File: src/rtl/fpw_pkg.sv
package fpw_pkg;
  localparam int SP_EXP_W  = 8;
  localparam int SP_FRAC_W = 23;
  localparam int SP_W      = 1 + SP_EXP_W + SP_FRAC_W;
  localparam int DP_EXP_W  = 11;
  localparam int DP_FRAC_W = 52;
  localparam int DP_W      = 1 + DP_EXP_W + DP_FRAC_W;
  localparam int SP_BIAS   = 127;
  localparam int DP_BIAS   = 1023;

  typedef enum logic [1:0] {
    MODE_LEGACY = 2'd0,
    MODE_3OP    = 2'd1,
    MODE_MASKED = 2'd2,
    MODE_RSVD   = 2'd3
  } merge_mode_e;

  typedef struct packed {
    logic invalid;
    logic denorm;
  } fp_flags_t;
endpackage

File: src/rtl/fpw_lzc.sv
module fpw_lzc #(
  parameter int W = 23,
  localparam int CW = $clog2(W + 1)
) (
  input  logic [W-1:0]  vec,
  output logic [CW-1:0] cnt,
  output logic          all_zero
);
  // Scan from the LSB so the highest set bit wins last.
  always_comb begin
    cnt = CW'(W);
    for (int i = 0; i < W; i++) begin
      if (vec[i]) cnt = CW'(W - 1 - i);
    end
  end

  assign all_zero = ~|vec;
endmodule

File: src/rtl/fpw_widen.sv
module fpw_widen
  import fpw_pkg::*;
(
  input  logic [SP_W-1:0] sp,
  output logic [DP_W-1:0] dp,
  output fp_flags_t       flags
);
  localparam int EXP_ADJ = DP_BIAS - SP_BIAS;
  localparam int LZ_W    = $clog2(SP_FRAC_W + 1);
  localparam int PAD_W   = DP_FRAC_W - SP_FRAC_W;

  logic                 sgn;
  logic [SP_EXP_W-1:0]  exp_in;
  logic [SP_FRAC_W-1:0] frac_in;
  logic                 exp_max, exp_zero, frac_zero;
  logic [LZ_W-1:0]      lz;
  logic [SP_FRAC_W-1:0] norm_frac;
  logic [SP_FRAC_W-1:0] sub_frac;
  logic [DP_EXP_W-1:0]  sub_exp;
  logic [DP_EXP_W-1:0]  nrm_exp;

  assign sgn      = sp[SP_W-1];
  assign exp_in   = sp[SP_W-2 -: SP_EXP_W];
  assign frac_in  = sp[SP_FRAC_W-1:0];
  assign exp_max  = &exp_in;
  assign exp_zero = ~|exp_in;

  fpw_lzc #(.W(SP_FRAC_W)) u_lzc (
    .vec      (frac_in),
    .cnt      (lz),
    .all_zero (frac_zero)
  );

  // Subnormal: bring the leading one to the hidden position and drop it.
  assign norm_frac = frac_in << lz;
  assign sub_frac  = {norm_frac[SP_FRAC_W-2:0], 1'b0};
  assign sub_exp   = DP_EXP_W'(EXP_ADJ) - DP_EXP_W'(lz);
  assign nrm_exp   = DP_EXP_W'(exp_in) + DP_EXP_W'(EXP_ADJ);

  always_comb begin
    flags = '0;
    if (exp_max) begin
      if (frac_zero) begin
        dp = {sgn, {DP_EXP_W{1'b1}}, {DP_FRAC_W{1'b0}}};
      end else begin
        dp = {sgn, {DP_EXP_W{1'b1}}, 1'b1, frac_in[SP_FRAC_W-2:0], {PAD_W{1'b0}}};
        flags.invalid = ~frac_in[SP_FRAC_W-1];
      end
    end else if (exp_zero) begin
      if (frac_zero) begin
        dp = {sgn, {(DP_W-1){1'b0}}};
      end else begin
        dp = {sgn, sub_exp, sub_frac, {PAD_W{1'b0}}};
        flags.denorm = 1'b1;
      end
    end else begin
      dp = {sgn, nrm_exp, frac_in, {PAD_W{1'b0}}};
    end
  end
endmodule

File: src/rtl/fpw_lane_merge.sv
module fpw_lane_merge
  import fpw_pkg::*;
#(
  parameter int VEC_W = 128,
  parameter int MAX_W = 256,
  localparam int HI_W = VEC_W - DP_W
) (
  input  logic [1:0]       mode,
  input  logic             mask_en,
  input  logic             mask_bit,
  input  logic             zero_sel,
  input  logic [DP_W-1:0]  conv,
  input  fp_flags_t        conv_flags,
  input  logic [HI_W-1:0]  upper_src,
  input  logic [MAX_W-1:0] dest_old,
  output logic [MAX_W-1:0] merged,
  output fp_flags_t        merged_flags
);
  merge_mode_e m;
  logic        three_op;
  logic        lane_en;

  assign m        = merge_mode_e'(mode);
  assign three_op = (m == MODE_3OP) || (m == MODE_MASKED);
  assign lane_en  = (m != MODE_MASKED) || !mask_en || mask_bit;

  always_comb begin
    merged = dest_old;
    if (three_op) begin
      merged[MAX_W-1:VEC_W] = '0;
      merged[VEC_W-1:DP_W]  = upper_src;
    end
    if (lane_en)       merged[DP_W-1:0] = conv;
    else if (zero_sel) merged[DP_W-1:0] = '0;
    merged_flags = lane_en ? conv_flags : '0;
  end
endmodule

File: src/rtl/fp_widen_unit.sv
module fp_widen_unit
  import fpw_pkg::*;
#(
  parameter int VEC_W = 128,
  parameter int MAX_W = 256,
  localparam int HI_W = VEC_W - DP_W
) (
  input  logic             clk,
  input  logic             rst,
  input  logic             in_valid,
  input  logic [1:0]       mode,
  input  logic             mask_en,
  input  logic             mask_bit,
  input  logic             zero_sel,
  input  logic [SP_W-1:0]  conv_src,
  input  logic [HI_W-1:0]  upper_src,
  input  logic [MAX_W-1:0] dest_old,
  output logic             out_valid,
  output logic [MAX_W-1:0] result,
  output logic             flag_invalid,
  output logic             flag_denorm
);
  logic [DP_W-1:0]  conv;
  fp_flags_t        conv_flags;
  logic [MAX_W-1:0] merged;
  fp_flags_t        merged_flags;
  fp_flags_t        flags_q;

  fpw_widen u_widen (
    .sp    (conv_src),
    .dp    (conv),
    .flags (conv_flags)
  );

  fpw_lane_merge #(.VEC_W(VEC_W), .MAX_W(MAX_W)) u_merge (
    .mode         (mode),
    .mask_en      (mask_en),
    .mask_bit     (mask_bit),
    .zero_sel     (zero_sel),
    .conv         (conv),
    .conv_flags   (conv_flags),
    .upper_src    (upper_src),
    .dest_old     (dest_old),
    .merged       (merged),
    .merged_flags (merged_flags)
  );

  always_ff @(posedge clk) begin
    if (rst) begin
      out_valid <= 1'b0;
      result    <= '0;
      flags_q   <= '0;
    end else begin
      out_valid <= in_valid;
      flags_q   <= in_valid ? merged_flags : '0;
      if (in_valid) result <= merged;
    end
  end

  assign flag_invalid = flags_q.invalid;
  assign flag_denorm  = flags_q.denorm;
endmodule

File: config.mk
export PLATFORM = sky130hd
export DESIGN_NAME = fp_widen_unit
export DESIGN_NICKNAME = d
export VERILOG_FILES = /design/src/rtl/fpw_pkg.sv /design/src/rtl/fpw_lzc.sv /design/src/rtl/fpw_widen.sv /design/src/rtl/fpw_lane_merge.sv /design/src/rtl/fp_widen_unit.sv
export SDC_FILE = /design/constraint.sdc
export NUM_CORES = 1
export LEC_CHECK = 0
export BUFFER_PORTS_ARGS = -buffer_cell sky130_fd_sc_hd__buf_4
export CAP_MARGIN = 20
export CORE_AREA = 2 2 241 243
export CTS_CLUSTER_DIAMETER = 120
export DETAILED_ROUTE_END_ITERATION = 8
export DIE_AREA = 0 0 243 245
export PLACE_DENSITY = 0.47
export SLEW_MARGIN = 20
export SYNTH_ARGS = -nofsm -noshare
export SYNTH_HDL_FRONTEND = slang
export SYNTH_HIERARCHICAL = 1
export SYNTH_SLANG_ARGS = --single-unit
File: constraint.sdc
create_clock -name clk -period 3.1 [get_ports clk]
set_input_delay 0 -clock clk [delete_from_list [all_inputs] [get_ports clk]]
set_output_delay 0 -clock clk [all_outputs]
set_load 0.02 [all_outputs]
# Word-level counts from Yosys, hierarchy flattened
# Cells that the tools add are included.
[classes]
n_addsub = 2
n_mul = 0
div_mod_pow = 0
n_lt_le_gt_ge = 0
eq_ne = 3
shifts = 1
muxes = 31
n_bitwise = 5
n_reduce_logical = 9
[op_table]
columns = ["op", "n"]
rows = [
  ["$mux 192", 1],
  ["$mux 63", 3],
  ["$mux 64", 2],
  ["$mux 5", 22],
  ["$mux 52", 1],
  ["$reduce_or 23->1", 1],
  ["$shl 23x5->22", 1],
  ["$reduce_or 12->1", 1],
  ["$add 8x10->11 const B", 1],
  ["$sub 10x5->11 const A", 1],
  ["$reduce_and 8->1", 1],
  ["$reduce_or 8->1", 1],
  ["$not 1->1", 5],
  ["$reduce_or 5->1", 1],
  ["$logic_or 1x1->1", 3],
  ["$eq 2x1->1 const B", 1],
  ["$eq 2x2->1 const B", 1],
  ["$mux 1", 2],
  ["$ne 2x2->1 const B", 1],
  ["$logic_not 1->1", 1],
]
[word_totals]
ff_bits = 259
latch_bits = 0
mem_bits_rw = 0
mem_bits_ro = 0
output_inout_bits = 259
mem_count = 0

# Logic depth before layout (Yosys ltp)
[logic_depth]
word_depth = 28
ltp_mapped = 14
depth_no_buf = 12

# Cells and area by module
# Netlist, hierarchy kept.
[modules_own_cells]
columns = ["mod", "instances", "cells_per_inst", "area_each_um2"]
rows = [
  ["fp_widen_unit", 1, 832, 9266.4],
  ["fpw_lane_merge", 1, 360, 3007.9],
  ["fpw_widen", 1, 208, 1805.5],
  ["fpw_lzc", 1, 44, 302.8],
]

# Least setup slack after synthesis
# No wires, ideal clock.
[synth_path]
path_type = "input port to flip-flop"
startpoint = "in conv_src[10]"
endpoint = "reg result[38]"
t_arrival_ps = 2608
required_time_ps = 2972
path_slack_ps = 364
path_stages = 12
path_cell_list = "or4_4 -> nor4b_4 -> and3_1 -> nor4bb_4 -> inv_1 -> nand3_2 -> clkinv_1 -> and3_1 -> a221o_1 -> mux2_4 -> mux2i_1 -> nor2_1"
[synth_via]
elab_chain_len = 18
elab_cells_between_ends = 20
classes_between = "1 x shift; 18 x mux; 1 x reduce/logical"
[synth_lines]
columns = ["item", "line", "source"]
rows = [
  ["start, declared", "fp_widen_unit.sv:15", "input logic [SP_W-1:0] conv_src,"],
  ["$mux 5 (13 in series)", "fpw_lzc.sv:13", "if (vec[i]) cnt = CW'(W - 1 - i);"],
  ["net u_widen.lz[4]", "fpw_widen.sv:16", "logic [LZ_W-1:0] lz;"],
  ["$shl 23x5->22", "fpw_widen.sv:35", "assign norm_frac = frac_in << lz;"],
  ["$mux 63", "fpw_widen.sv:50", "if (frac_zero) begin"],
  ["$mux 63", "fpw_widen.sv:49", "end else if (exp_zero) begin"],
  ["$mux 63", "fpw_widen.sv:42", "if (exp_max) begin"],
  ["net conv[38]", "fp_widen_unit.sv:23", "logic [DP_W-1:0] conv;"],
  ["$mux 64", "fpw_lane_merge.sv:33", "if (lane_en) merged[DP_W-1:0] = conv;"],
  ["net merged[38]", "fp_widen_unit.sv:25", "logic [MAX_W-1:0] merged;"],
  ["end signal, assigned", "fp_widen_unit.sv:56", "if (in_valid) result <= merged;"],
  ["end, declared", "fp_widen_unit.sv:19", "output logic [MAX_W-1:0] result,"],
]
# The timed path passes the listed nets, and every way through them passes these cells.
# A chain may end at the register's enable or synchronous reset.

# Worst setup path in the final report
[layout_path]
startpoint = "in conv_src[22]"
endpoint = "reg result[30]"
[layout_via]
elab_chain_len = 6
elab_cells_between_ends = 8
classes_between = "1 x shift; 6 x mux; 1 x reduce/logical"
[layout_lines]
columns = ["item", "line"]
rows = [
  ["$mux 5", "fpw_lzc.sv:13"],
  ["net u_widen.lz[1]", "fpw_widen.sv:16"],
  ["$shl 23x5->22", "fpw_widen.sv:35"],
  ["$mux 63", "fpw_widen.sv:50"],
  ["$mux 63", "fpw_widen.sv:49"],
  ["$mux 63", "fpw_widen.sv:42"],
  ["net conv[30]", "fp_widen_unit.sv:23"],
  ["$mux 64", "fpw_lane_merge.sv:33"],
  ["net merged[30]", "fp_widen_unit.sv:25"],
]
# The timed path passes the listed nets, and every way through them passes these cells.

==> out/qor.txt <==
GR Util met1 - 0.2367
Synth cell types - 66
Mapped Cells - 1444
post-detail-place hpwl - 45760 um
Initial DRC Count - 642
register area share after synthesis - 0.3605
met3 usage - 0.05718
fin. max-slew vios - 0
Worst Path Class, Setup - in -> reg
IO Count - 619
drt drc - 0
Total Routing Usage GR - 0.2004
htree depth - 2
worst-path cell chain - dlygate4sd3_1, buf_4, nor2_1, o311ai_0, a31oi_2, buf_4, buf_4, nor3_1, nand2_1, nor2_1, a22o_1, mux2_4, mux2i_1, nor2_1, dlygate4sd3_1
status - complete, no violations
CP required - 3.51 ns
Clock Skew - 0 ns
clk buf depth - 3
synth cell count leaders - mux2i_1 (276), nor2_1 (276), dfxtp_1 (259)
area delta synth->final - 71.75%
CTS tree - yes
CP Buf/Inv Count - 5
Avg Synthesized Cell Area - 9.960 um2
Final TNS setup - 0 ns
Slew headroom - 0.4986
highest-delay cell along the critical path - dlygate4sd3_1
Critical Path Start Type - primary input
flops & latches, synth - 259
Die Width - 243 um
vias in the first global route - 14830
clock-pin slew on the worst setup and hold paths - 0.06 ns
Min-Delay Path Class - in -> reg
DP Worst Slack - -0.08847 ns
Initial Util - 0.2522
layout cell share with drive strength beyond 1 - 0.3629
Core Footprint - 57030 um2
Post-synth EDFFs - 0
GRT Residual Overflow - 0
final setup violating endpoints - 0
synth top area cells - dfxtp_1 (36%), mux2i_1 (19%), mux2_2 (7.2%)
first-pass GRT wire length - 91750 um
I/O Buffers - 618
cell family with most CP delay - buffers and inverters
mapped cell area - 14380 um2
CTS buffer count - 35
Worst Max-Slew Pin Slew - 0.7522 ns
clock root buffer - clkbuf_16
setup ws final - 0.1659 ns
worst r2r src - result[108]
Detailed Routing Iterations Pass 1 - 5
post-synth top area share - 0.3605
vias per cell - 4.416
Final Core Density - 0.4331
Sink Count - 259
hold path startpoint - dest_old[50]
RePlAce Congestion - 0.8670
Critical Path End Type - flip-flop
Final Hold Vio Count - 0
DIE HEIGHT - 245 um
unrepaired setup endpoints after global routing - false
PwrDens - 426.4 nW/um2
largest net degree at the start of global routing - 103
yosys synthesis warning count - 6
DIE AREA - 59540 um2
Critical path origin - conv_src[22]
Max Clock Freq - 340.8 MHz
Period minus WS final - 2.934 ns
Leak - 11.57 nW
worst skew pair latency - 0.53 ns
final wirelength - 62300 um
Final ANT Viol Nets - 0
GRT busiest layer - met2
initial antenna violation count - 9
WP data arrival - 3.34 ns
Hold WS - 0.02045 ns
top cell type by total area after synthesis - dfxtp_1
row count - 88
reg2reg setup slack - 1.39 ns
drt wl/cell - 19.28 um
Max FO, Critical Path - 11
period utilization - 0.9465
# nets final - 2794
ys flop type - dfxtp_1
fraction of registers with async set/reset - 0
VDD IR max - 295.4 uV
CP peak stage delay - 0.58 ns
Vias - 14270
MaxCap Viol Count - 0
Global Route met2 Usage - 0.3483
==> where the power goes <==
group	internal [mW]	leakage, nW	switching, mW
Clock	2.52	0.572	1.59
Sequential	3.53	2.13	0.108
Combinational	1.55	8.87	1.23
Total	7.60	11.6	2.93
==> layout by cell type, fill, tap and decap left out, drive strengths merged, types with 3 or more instances in the layout <==
master / instances
a221o: 3
nor4b: 3
nand4: 4
clkinv: 6
or2: 4
mux2i: 276
a21o: 6
dfxtp: 259
o2bb2ai: 6
o21ai: 8
nand3: 5
a32o: 3
nand2b: 3
nor4: 6
clkbuf: 56
a22oi: 5
diode: 8
mux4: 20
nor3: 5
nor2: 277
nand2: 18
dlygate4sd3: 393
a21oi: 3
a31oi: 3
nor2b: 73
and2: 132
a22o: 9
mux2: 130
buf: 669
conb: 29
inv: 11
==> routing by layer <==
metal | wire [um] | vias up | part of all wire
met4 | 1847 | 4 | 0.030
li1 | - | 6876 | -
met2 | 30400 | 509 | 0.49
met1 | 25320 | 6776 | 0.41
met3 | 4705 | 104 | 0.076
met5 | 27 | - | 0.00043
==> registers in the layout (all words and copies together), names as in the netlist <==
register and count:
out_valid 1, flag_invalid 1, flag_denorm 1, result 256
==> worst register-to-register path, cell delays in order (launching register included) <==
cell and delay (ns):
dfxtp_1 0.31, mux2i_1 0.11, dlygate4sd3_1 0.57, nor2_1 0.04, dlygate4sd3_1 0.57
==> layout make-up <==
type,count,area [um2]
antenna,8,20.02
sequential,259,5185
clock inverter,8,107.6
timing repair buffer,1063,9065
multi-input combinational,1061,8260
inverter,12,45.04
fill,5702,32330
tap,765,957.2
clock buffer,55,1062
==> logic make-up (layout without fill, tap and decap cells) <==
kind of cell             Yosys count  count (layout)  share of synthesized area
AND/OR/NAND/NOR                  536             536                     0.1875
multiplexers                     426             426                     0.3361
flip-flops                       259             259                     0.3605
buffers and inverters            152            1138                    0.07647
AO/OA/AOI/OAI                     65              65                    0.03558
XOR/XNOR                           3               3                   0.001827
adder cells (fa/ha/maj)            2               2                   0.001740
other                              1              37                  0.0002607
==> repair_timing <==
| action | in CTS | in global routing |
|---|---|---|
| resized for setup | 0 | 6 |
| hold buffers | 393 | 0 |
| endpoints found under the setup margin | 0 | 7 |
| buffers inserted | 0 | 3 |
| endpoints found under the hold margin | 247 | 0 |
==> per-stage QoR <==
| stage | total power [mW] | std cells | instance area (um2) |
|---|---|---|---|
| 2_1_floorplan | 4.992 | 1472 | 14490 |
| 3_3_place_gp | 5.946 | 2764 | 19530 |
| 3_5_place_dp | 5.965 | 2764 | 19530 |
| 4_1_cts | 10.69 | 3220 | 24630 |
| 5_1_grt | 11.01 | 3228 | 24690 |
| 6_report | 10.53 | 3231 | 24700 |
==> final timing paths <==
| path | endpoint | depth (start not counted) |
|---|---|---|
| worst max-delay path | result[30] | 15 |
| worst min-delay path | result[50] | 5 |
| worst max register to register | result[108] | 4 |
| worst min register to register | result[35] | 2 |
Note: power is estimated with default switching activity, not from simulation.
